===== config.mk =====
export PLATFORM = sky130hd
export DESIGN_NAME = alu8_core
export DESIGN_NICKNAME = d
export VERILOG_FILES = /design/src/rtl/alu8_pkg.sv /design/src/rtl/alu8_addsub.sv /design/src/rtl/alu8_unary.sv /design/src/rtl/alu8_shift.sv /design/src/rtl/alu8_core.sv
export SDC_FILE = /design/constraint.sdc
export NUM_CORES = 1
export LEC_CHECK = 0
export CAP_MARGIN = 5
export CELL_PAD_IN_SITES_DETAIL_PLACEMENT = 1
export CELL_PAD_IN_SITES_GLOBAL_PLACEMENT = 1
export CORE_MARGIN = 5
export CORE_UTILIZATION = 30
export CTS_CLUSTER_DIAMETER = 30
export CTS_CLUSTER_SIZE = 14
export DETAILED_ROUTE_END_ITERATION = 8
export PLACE_DENSITY_LB_ADDON = 0.1
export SLEW_MARGIN = 10
export SYNTH_ARGS = -nofsm -noshare
export SYNTH_HDL_FRONTEND = slang
export SYNTH_SLANG_ARGS = --single-unit

===== constraint.sdc =====
create_clock -name clk -period 1.9 [get_ports clk]
set_input_delay 0.285 -clock clk [delete_from_list [all_inputs] [get_ports clk]]
set_output_delay 0.285 -clock clk [all_outputs]
set_load 0.05 [all_outputs]

===== src/rtl/alu8_pkg.sv =====
package alu8_pkg;
  localparam int OPC_W   = 4;
  localparam int IDX_W   = 2;
  localparam int INSTR_W = OPC_W + 2 * IDX_W;
  localparam int ST_W    = 8;
  localparam int FLG_W   = 4;
  localparam int FLG_C   = 3;
  localparam int FLG_V   = 2;
  localparam int FLG_Z   = 1;
  localparam int FLG_N   = 0;

  typedef enum logic [OPC_W-1:0] {
    OPC_MOVE  = 4'd0,
    OPC_ADD   = 4'd1,
    OPC_ADDC  = 4'd2,
    OPC_SUB   = 4'd3,
    OPC_CMP   = 4'd4,
    OPC_AND   = 4'd5,
    OPC_OR    = 4'd6,
    OPC_XOR   = 4'd7,
    OPC_UNARY = 4'd8,
    OPC_SHIFT = 4'd9
  } opc_e;

  typedef enum logic [IDX_W-1:0] {
    UN_NOT = 2'd0,
    UN_NEG = 2'd1,
    UN_INC = 2'd2,
    UN_DEC = 2'd3
  } un_e;

  typedef enum logic [IDX_W-1:0] {
    SH_SHR  = 2'd0,
    SH_SHRA = 2'd1,
    SH_SHLA = 2'd2,
    SH_ROL  = 2'd3
  } sh_e;

  typedef struct packed {
    logic c;
    logic v;
  } cv_t;
endpackage


===== src/rtl/alu8_addsub.sv =====
module alu8_addsub
  import alu8_pkg::*;
#(
  parameter int DATA_W = 8
) (
  input  logic [DATA_W-1:0] a_i,
  input  logic [DATA_W-1:0] b_i,
  input  logic              invert_b_i,
  input  logic              cin_i,
  output logic [DATA_W-1:0] sum_o,
  output cv_t               cv_o
);
  localparam int SUM_W = DATA_W + 1;
  localparam int MSB   = DATA_W - 1;

  logic [DATA_W-1:0] b_eff;
  logic [SUM_W-1:0]  wide;

  always_comb begin
    b_eff   = invert_b_i ? ~b_i : b_i;
    wide    = {1'b0, a_i} + {1'b0, b_eff} + SUM_W'(cin_i);
    sum_o   = wide[MSB:0];
    cv_o.c  = wide[DATA_W];
    cv_o.v  = (a_i[MSB] == b_eff[MSB]) && (sum_o[MSB] != a_i[MSB]);
  end
endmodule


===== src/rtl/alu8_unary.sv =====
module alu8_unary
  import alu8_pkg::*;
#(
  parameter int DATA_W = 8
) (
  input  logic [DATA_W-1:0] x_i,
  input  un_e               sel_i,
  output logic [DATA_W-1:0] res_o,
  output cv_t               cv_o
);
  localparam int MSB = DATA_W - 1;
  localparam logic [DATA_W-1:0] ONE    = DATA_W'(1);
  localparam logic [DATA_W-1:0] MAXPOS = {1'b0, {MSB{1'b1}}};
  localparam logic [DATA_W-1:0] MINNEG = {1'b1, {MSB{1'b0}}};

  always_comb begin
    res_o  = ~x_i;
    cv_o   = '0;
    case (sel_i)
      UN_NOT: res_o = ~x_i;
      UN_NEG: begin
        res_o  = ~x_i + ONE;
        cv_o.v = (x_i == MINNEG);
      end
      UN_INC: begin
        {cv_o.c, res_o} = {1'b0, x_i} + (DATA_W + 1)'(1);
        cv_o.v = (x_i == MAXPOS);
      end
      UN_DEC: begin
        res_o  = x_i - ONE;
        cv_o.c = (x_i == '0);
        cv_o.v = (x_i == MINNEG);
      end
      default: res_o = ~x_i;
    endcase
  end
endmodule


===== src/rtl/alu8_shift.sv =====
module alu8_shift
  import alu8_pkg::*;
#(
  parameter int DATA_W = 8
) (
  input  logic [DATA_W-1:0] x_i,
  input  sh_e               sel_i,
  input  logic              cin_i,
  output logic [DATA_W-1:0] res_o,
  output cv_t               cv_o
);
  localparam int MSB = DATA_W - 1;

  always_comb begin
    res_o = x_i;
    cv_o  = '0;
    case (sel_i)
      SH_SHR: begin
        res_o  = {cin_i, x_i[MSB:1]};
        cv_o.c = x_i[0];
      end
      SH_SHRA: begin
        res_o  = {1'b0, x_i[MSB:1]};
        cv_o.c = x_i[0];
      end
      SH_SHLA: begin
        res_o  = {x_i[MSB-1:0], 1'b0};
        cv_o.c = x_i[MSB];
        cv_o.v = x_i[MSB] ^ x_i[MSB-1];
      end
      SH_ROL: begin
        res_o  = {x_i[MSB-1:0], x_i[MSB]};
        cv_o.c = x_i[MSB];
      end
      default: res_o = x_i;
    endcase
  end
endmodule


===== src/rtl/alu8_core.sv =====
module alu8_core
  import alu8_pkg::*;
#(
  parameter int DATA_W = 8
) (
  input  logic               clk,
  input  logic               rst_n,
  input  logic               issue_i,
  input  logic [INSTR_W-1:0] instr_i,
  input  logic [DATA_W-1:0]  left_i,
  input  logic [DATA_W-1:0]  right_i,
  input  logic [ST_W-1:0]    status_i,
  output logic [DATA_W-1:0]  result_o,
  output logic [IDX_W-1:0]   dest_o,
  output logic               wb_en_o,
  output logic [ST_W-1:0]    status_o,
  output logic               status_en_o,
  output logic               illegal_o
);
  localparam int MSB = DATA_W - 1;

  opc_e              opc;
  logic [IDX_W-1:0]  sub_sel;
  logic              is_sub;
  logic              as_cin;
  logic [DATA_W-1:0] as_sum, un_res, sh_res;
  cv_t               as_cv, un_cv, sh_cv;

  logic [DATA_W-1:0] res_n;
  cv_t               cv_n;
  logic              legal_n, wb_n;
  logic [ST_W-1:0]   status_n;
  logic              load_en;

  assign opc     = opc_e'(instr_i[INSTR_W-1 -: OPC_W]);
  assign sub_sel = instr_i[2*IDX_W-1 -: IDX_W];
  assign is_sub  = (opc == OPC_SUB) || (opc == OPC_CMP);
  assign as_cin  = is_sub || ((opc == OPC_ADDC) && status_i[FLG_C]);

  alu8_addsub #(.DATA_W(DATA_W)) addsub_i (
    .a_i(left_i), .b_i(right_i), .invert_b_i(is_sub), .cin_i(as_cin),
    .sum_o(as_sum), .cv_o(as_cv)
  );

  alu8_unary #(.DATA_W(DATA_W)) unary_i (
    .x_i(right_i), .sel_i(un_e'(sub_sel)), .res_o(un_res), .cv_o(un_cv)
  );

  alu8_shift #(.DATA_W(DATA_W)) shift_i (
    .x_i(right_i), .sel_i(sh_e'(sub_sel)), .cin_i(status_i[FLG_C]),
    .res_o(sh_res), .cv_o(sh_cv)
  );

  // next-state: operation select and flag packing
  always_comb begin
    res_n   = left_i;
    cv_n    = '0;
    legal_n = 1'b1;
    wb_n    = 1'b1;
    case (opc)
      OPC_MOVE: res_n = left_i;
      OPC_ADD, OPC_ADDC, OPC_SUB: begin
        res_n = as_sum;
        cv_n  = as_cv;
      end
      OPC_CMP: begin
        res_n = as_sum;
        cv_n  = as_cv;
        wb_n  = 1'b0;
      end
      OPC_AND: res_n = left_i & right_i;
      OPC_OR:  res_n = left_i | right_i;
      OPC_XOR: res_n = left_i ^ right_i;
      OPC_UNARY: begin
        res_n = un_res;
        cv_n  = un_cv;
      end
      OPC_SHIFT: begin
        res_n = sh_res;
        cv_n  = sh_cv;
      end
      default: begin
        legal_n = 1'b0;
        wb_n    = 1'b0;
      end
    endcase
    status_n = {status_i[ST_W-1:FLG_W], cv_n.c, cv_n.v, (res_n == '0), res_n[MSB]};
  end

  assign load_en = issue_i && legal_n;

  // strobes: one-cycle pulses
  always_ff @(posedge clk or negedge rst_n) begin
    if (!rst_n) begin
      wb_en_o     <= 1'b0;
      status_en_o <= 1'b0;
      illegal_o   <= 1'b0;
    end else begin
      wb_en_o     <= issue_i && wb_n;
      status_en_o <= load_en;
      illegal_o   <= issue_i && !legal_n;
    end
  end

  // data: clock-enabled on legal issue
  always_ff @(posedge clk or negedge rst_n) begin
    if (!rst_n) begin
      result_o <= '0;
      dest_o   <= '0;
      status_o <= '0;
    end else if (load_en) begin
      result_o <= res_n;
      dest_o   <= instr_i[IDX_W-1:0];
      status_o <= status_n;
    end
  end
endmodule


==> qor.yml <==
status: "finished with violations"
violations: "setup timing"
synthSimpleGateAreaFrac: 0.232
setup_violations: 10
worstReg2RegEnd: "status_o[1]"
cp.arrival_ns: 2.88
cts.clk_slew.worst_paths_ns: 0.07
clock-root-buffer: "clkbuf_8"
synth_area_leaders: "dfrtp_1 (19%), ha_1 (14%), nand2_1 (7.2%)"
drive_gt1_frac: 0.351
fin_setup_tns_ns: -6.38
firstDrtPassIters: 4
p_comb_frac: 0.620
portBuffers: 52
reg2reg_from: "status_o[1]"
end_kind: "flop"
nets: 527
reg2reg_slack_ns: 1.19
ys.warnings.count: 0
rows: 34
antennaDiodeCount: 0
tightest_slew_ns: 0.508
timing_hold_violations_final: 0
fmax_ghz: 0.366
ys_ff_latch: 20
area_growth_pct: 62.5
io_pins: 56
cts_sinks: 20
vias: 2890
fin_hold_ws_ns: 0.355
die_w_um: 103
synth_flop_cell: "dfrtp_1"
p_leak_nw: 1.96
track_usage: 0.191
synthCells: 322
finalPower_mw: 2.20
cts_buffer_depth: 2
clkPwrFrac: 0.145
synth_fp_nets: 387
cts_tree: "yes"
avgSynthCellArea_um2: 8.05
clk_latency_ns: 0.25
final_antenna_net_count: 0
gp_congestion: 0.855
maxCapViolCount: 0
relSlewSlack: 0.660
p_switching_uw: 911
initial_core_util: 0.303
worstHoldPathType: "input pin to flop"
wire_per_inst_um: 17.5
synthXorXnorAreaFrac: 0.0575
whs_path_depth: 3
cts_made_buffers: 3
fin_crit_ns: 2.73
crit_fanout: 5
via_per_inst: 5.08
synth_compound_area_frac: 0.212
fin_skew_ns: 0
crit_type: "input pin to flop"
intPower_mw: 1.28
design.core.area_mm2: 0.00855
antenna_found_initial: 0
grt_max_degree: 21
muxShareOfSynthArea: 0.0700
wl_mm: 9.95
synth_most_common_cell: "nand2_1"
overflow: 0
dp_hpwl_mm: 8.13
ir_worst_vdd_v: 0.000233
slew_violations: 0
syn_area_mm2: 0.00259
cts_htree_levels: 1
die-area_mm2: 0.0106
synth_commonest_cells: "nand2_1 (50), ha_1 (28), nor2_1 (26)"
drt_iter0_drc: 66
required_ns: 2.05
synth_top_area_share: 0.193
rsz0062_at_grt: "true"
swShare: 0.415
fp.dieH_um: 103
async_reset_ff_frac: 1.00
synth_fa_ha_area_frac: 0.151
setup_slack_ns: -0.829
rr_worst_depth: 1
whs_endpoint: "wb_en_o"
yosysUniqueCellTypes: 69
crit_path_start_kind: "input pin"
route.detailed.drc: 0
synth_area_leader_cell: "dfrtp_1"
seqPwrFrac: 0.234
synth_edf_count: 0
synth_top_family_by_area: "simple AND/OR/NAND/NOR gates"
finalCritPeriodShare: 1.44
ys_seq_area_frac: 0.193
powerDensity_mw_per_mm2: 521
grt_pass1_wl_mm: 15.8
hold_path_startpoint: "instr_i[6]"
grt_pass1_vias: 3062
## worst max-delay path: stages
cell and delay [ns]:
buf_4 0.13, nand3b_1 0.21, a21oi_4 0.19, buf_4 0.14, xnor2_2 0.11, fa_2 0.24
inv_2 0.04, fa_2 0.33, nand2b_4 0.17, a21oi_4 0.15, o21ai_2 0.08, a211o_2 0.31
a32oi_2 0.19, nor2_1 0.08, a32o_1 0.22
## metal layers
metal,global-route usage,share of wire,wire (um),up-vias
met5,0,0,0,-
met4,0.0289,0.015,148,0
met3,0.0169,0.033,330,9
met2,0.335,0.48,4810,46
met1,0.259,0.47,4660,1403
li1,-,-,-,1432
## placed cells by master (no fill, tap or decap), drive strengths merged, types with 9 or more instances in the layout
master	count
xnor2	16
inv	20
nor3	9
nor2	26
o21ai	12
nand2	51
buf	104
ha	28
clkdlybuf4s50	45
mux2i	17
o22ai	10
dfrtp	20
a21oi	13
## power by group through the flow
stage / Sequential, mW / Combinational [mW] / Clock [mW]
after global routing: 0.521 / 1.47 / 0.354
after detailed placement: 0.524 / 1.23 / 0
after floorplan: 0.729 / 0.495 / 0
after CTS: 0.515 / 1.30 / 0.334
after global placement: 0.520 / 1.21 / 0
final: 0.514 / 1.36 / 0.319
## sequential cells by signal (all words and copies together), names as in the netlist
register     count
status_en_o      1
wb_en_o          1
status_o         8
result_o         7
dest_o           2
illegal_o        1
## area by class of cell
| cell class | count | area, um^2 |
|---|---|---|
| multi-input cells | 263 | 2130 |
| inverters | 21 | 78.8 |
| flip-flops and latches | 20 | 500 |
| well taps | 108 | 135 |
| fillers | 1026 | 4340 |
| repair buffers | 153 | 1310 |
| clock buffers | 4 | 55.1 |
## per-stage QoR
step	worst slack (ns)	utilization	instance area [um^2]	instances
after floorplan	-1.18	-	2670	322
after global placement	-1.48	0.452	3870	556
after detailed placement	-1.57	0.452	3870	556
after CTS	-0.843	0.478	4090	564
after global routing	-0.920	0.492	4210	569
final	-0.829	0.492	4210	569
## timing repair
item	in CTS	in global routing
gates resized for setup	52	17
setup endpoints to repair	17	11
pin swaps	38	21
setup buffers	7	5
hold buffers	0	0
## worst max-delay path by stage
stage                from     endpoint  slack [ns]  depth (start not counted)
2_1_floorplan  instr_i[5]  status_o[1]       -1.18                         16
6_report       instr_i[6]  status_o[1]       -0.83                         15
5_1_grt        instr_i[4]  status_o[1]       -0.92                         15
4_1_cts        instr_i[4]  status_o[1]       -0.84                         15
3_5_place_dp   instr_i[5]  status_o[1]       -1.57                         16
3_3_place_gp   instr_i[5]  status_o[1]       -1.48                         16
## cells by family after synthesis
kind of cell,count (synthesis)
flip-flops,20
multiplexers,18
adder cells (fa/ha/maj),30
buffers and inverters,39
AND/OR/NAND/NOR,122
AO/OA/AOI/OAI,76
XOR/XNOR,17
Power figures use the tool's default switching activity.
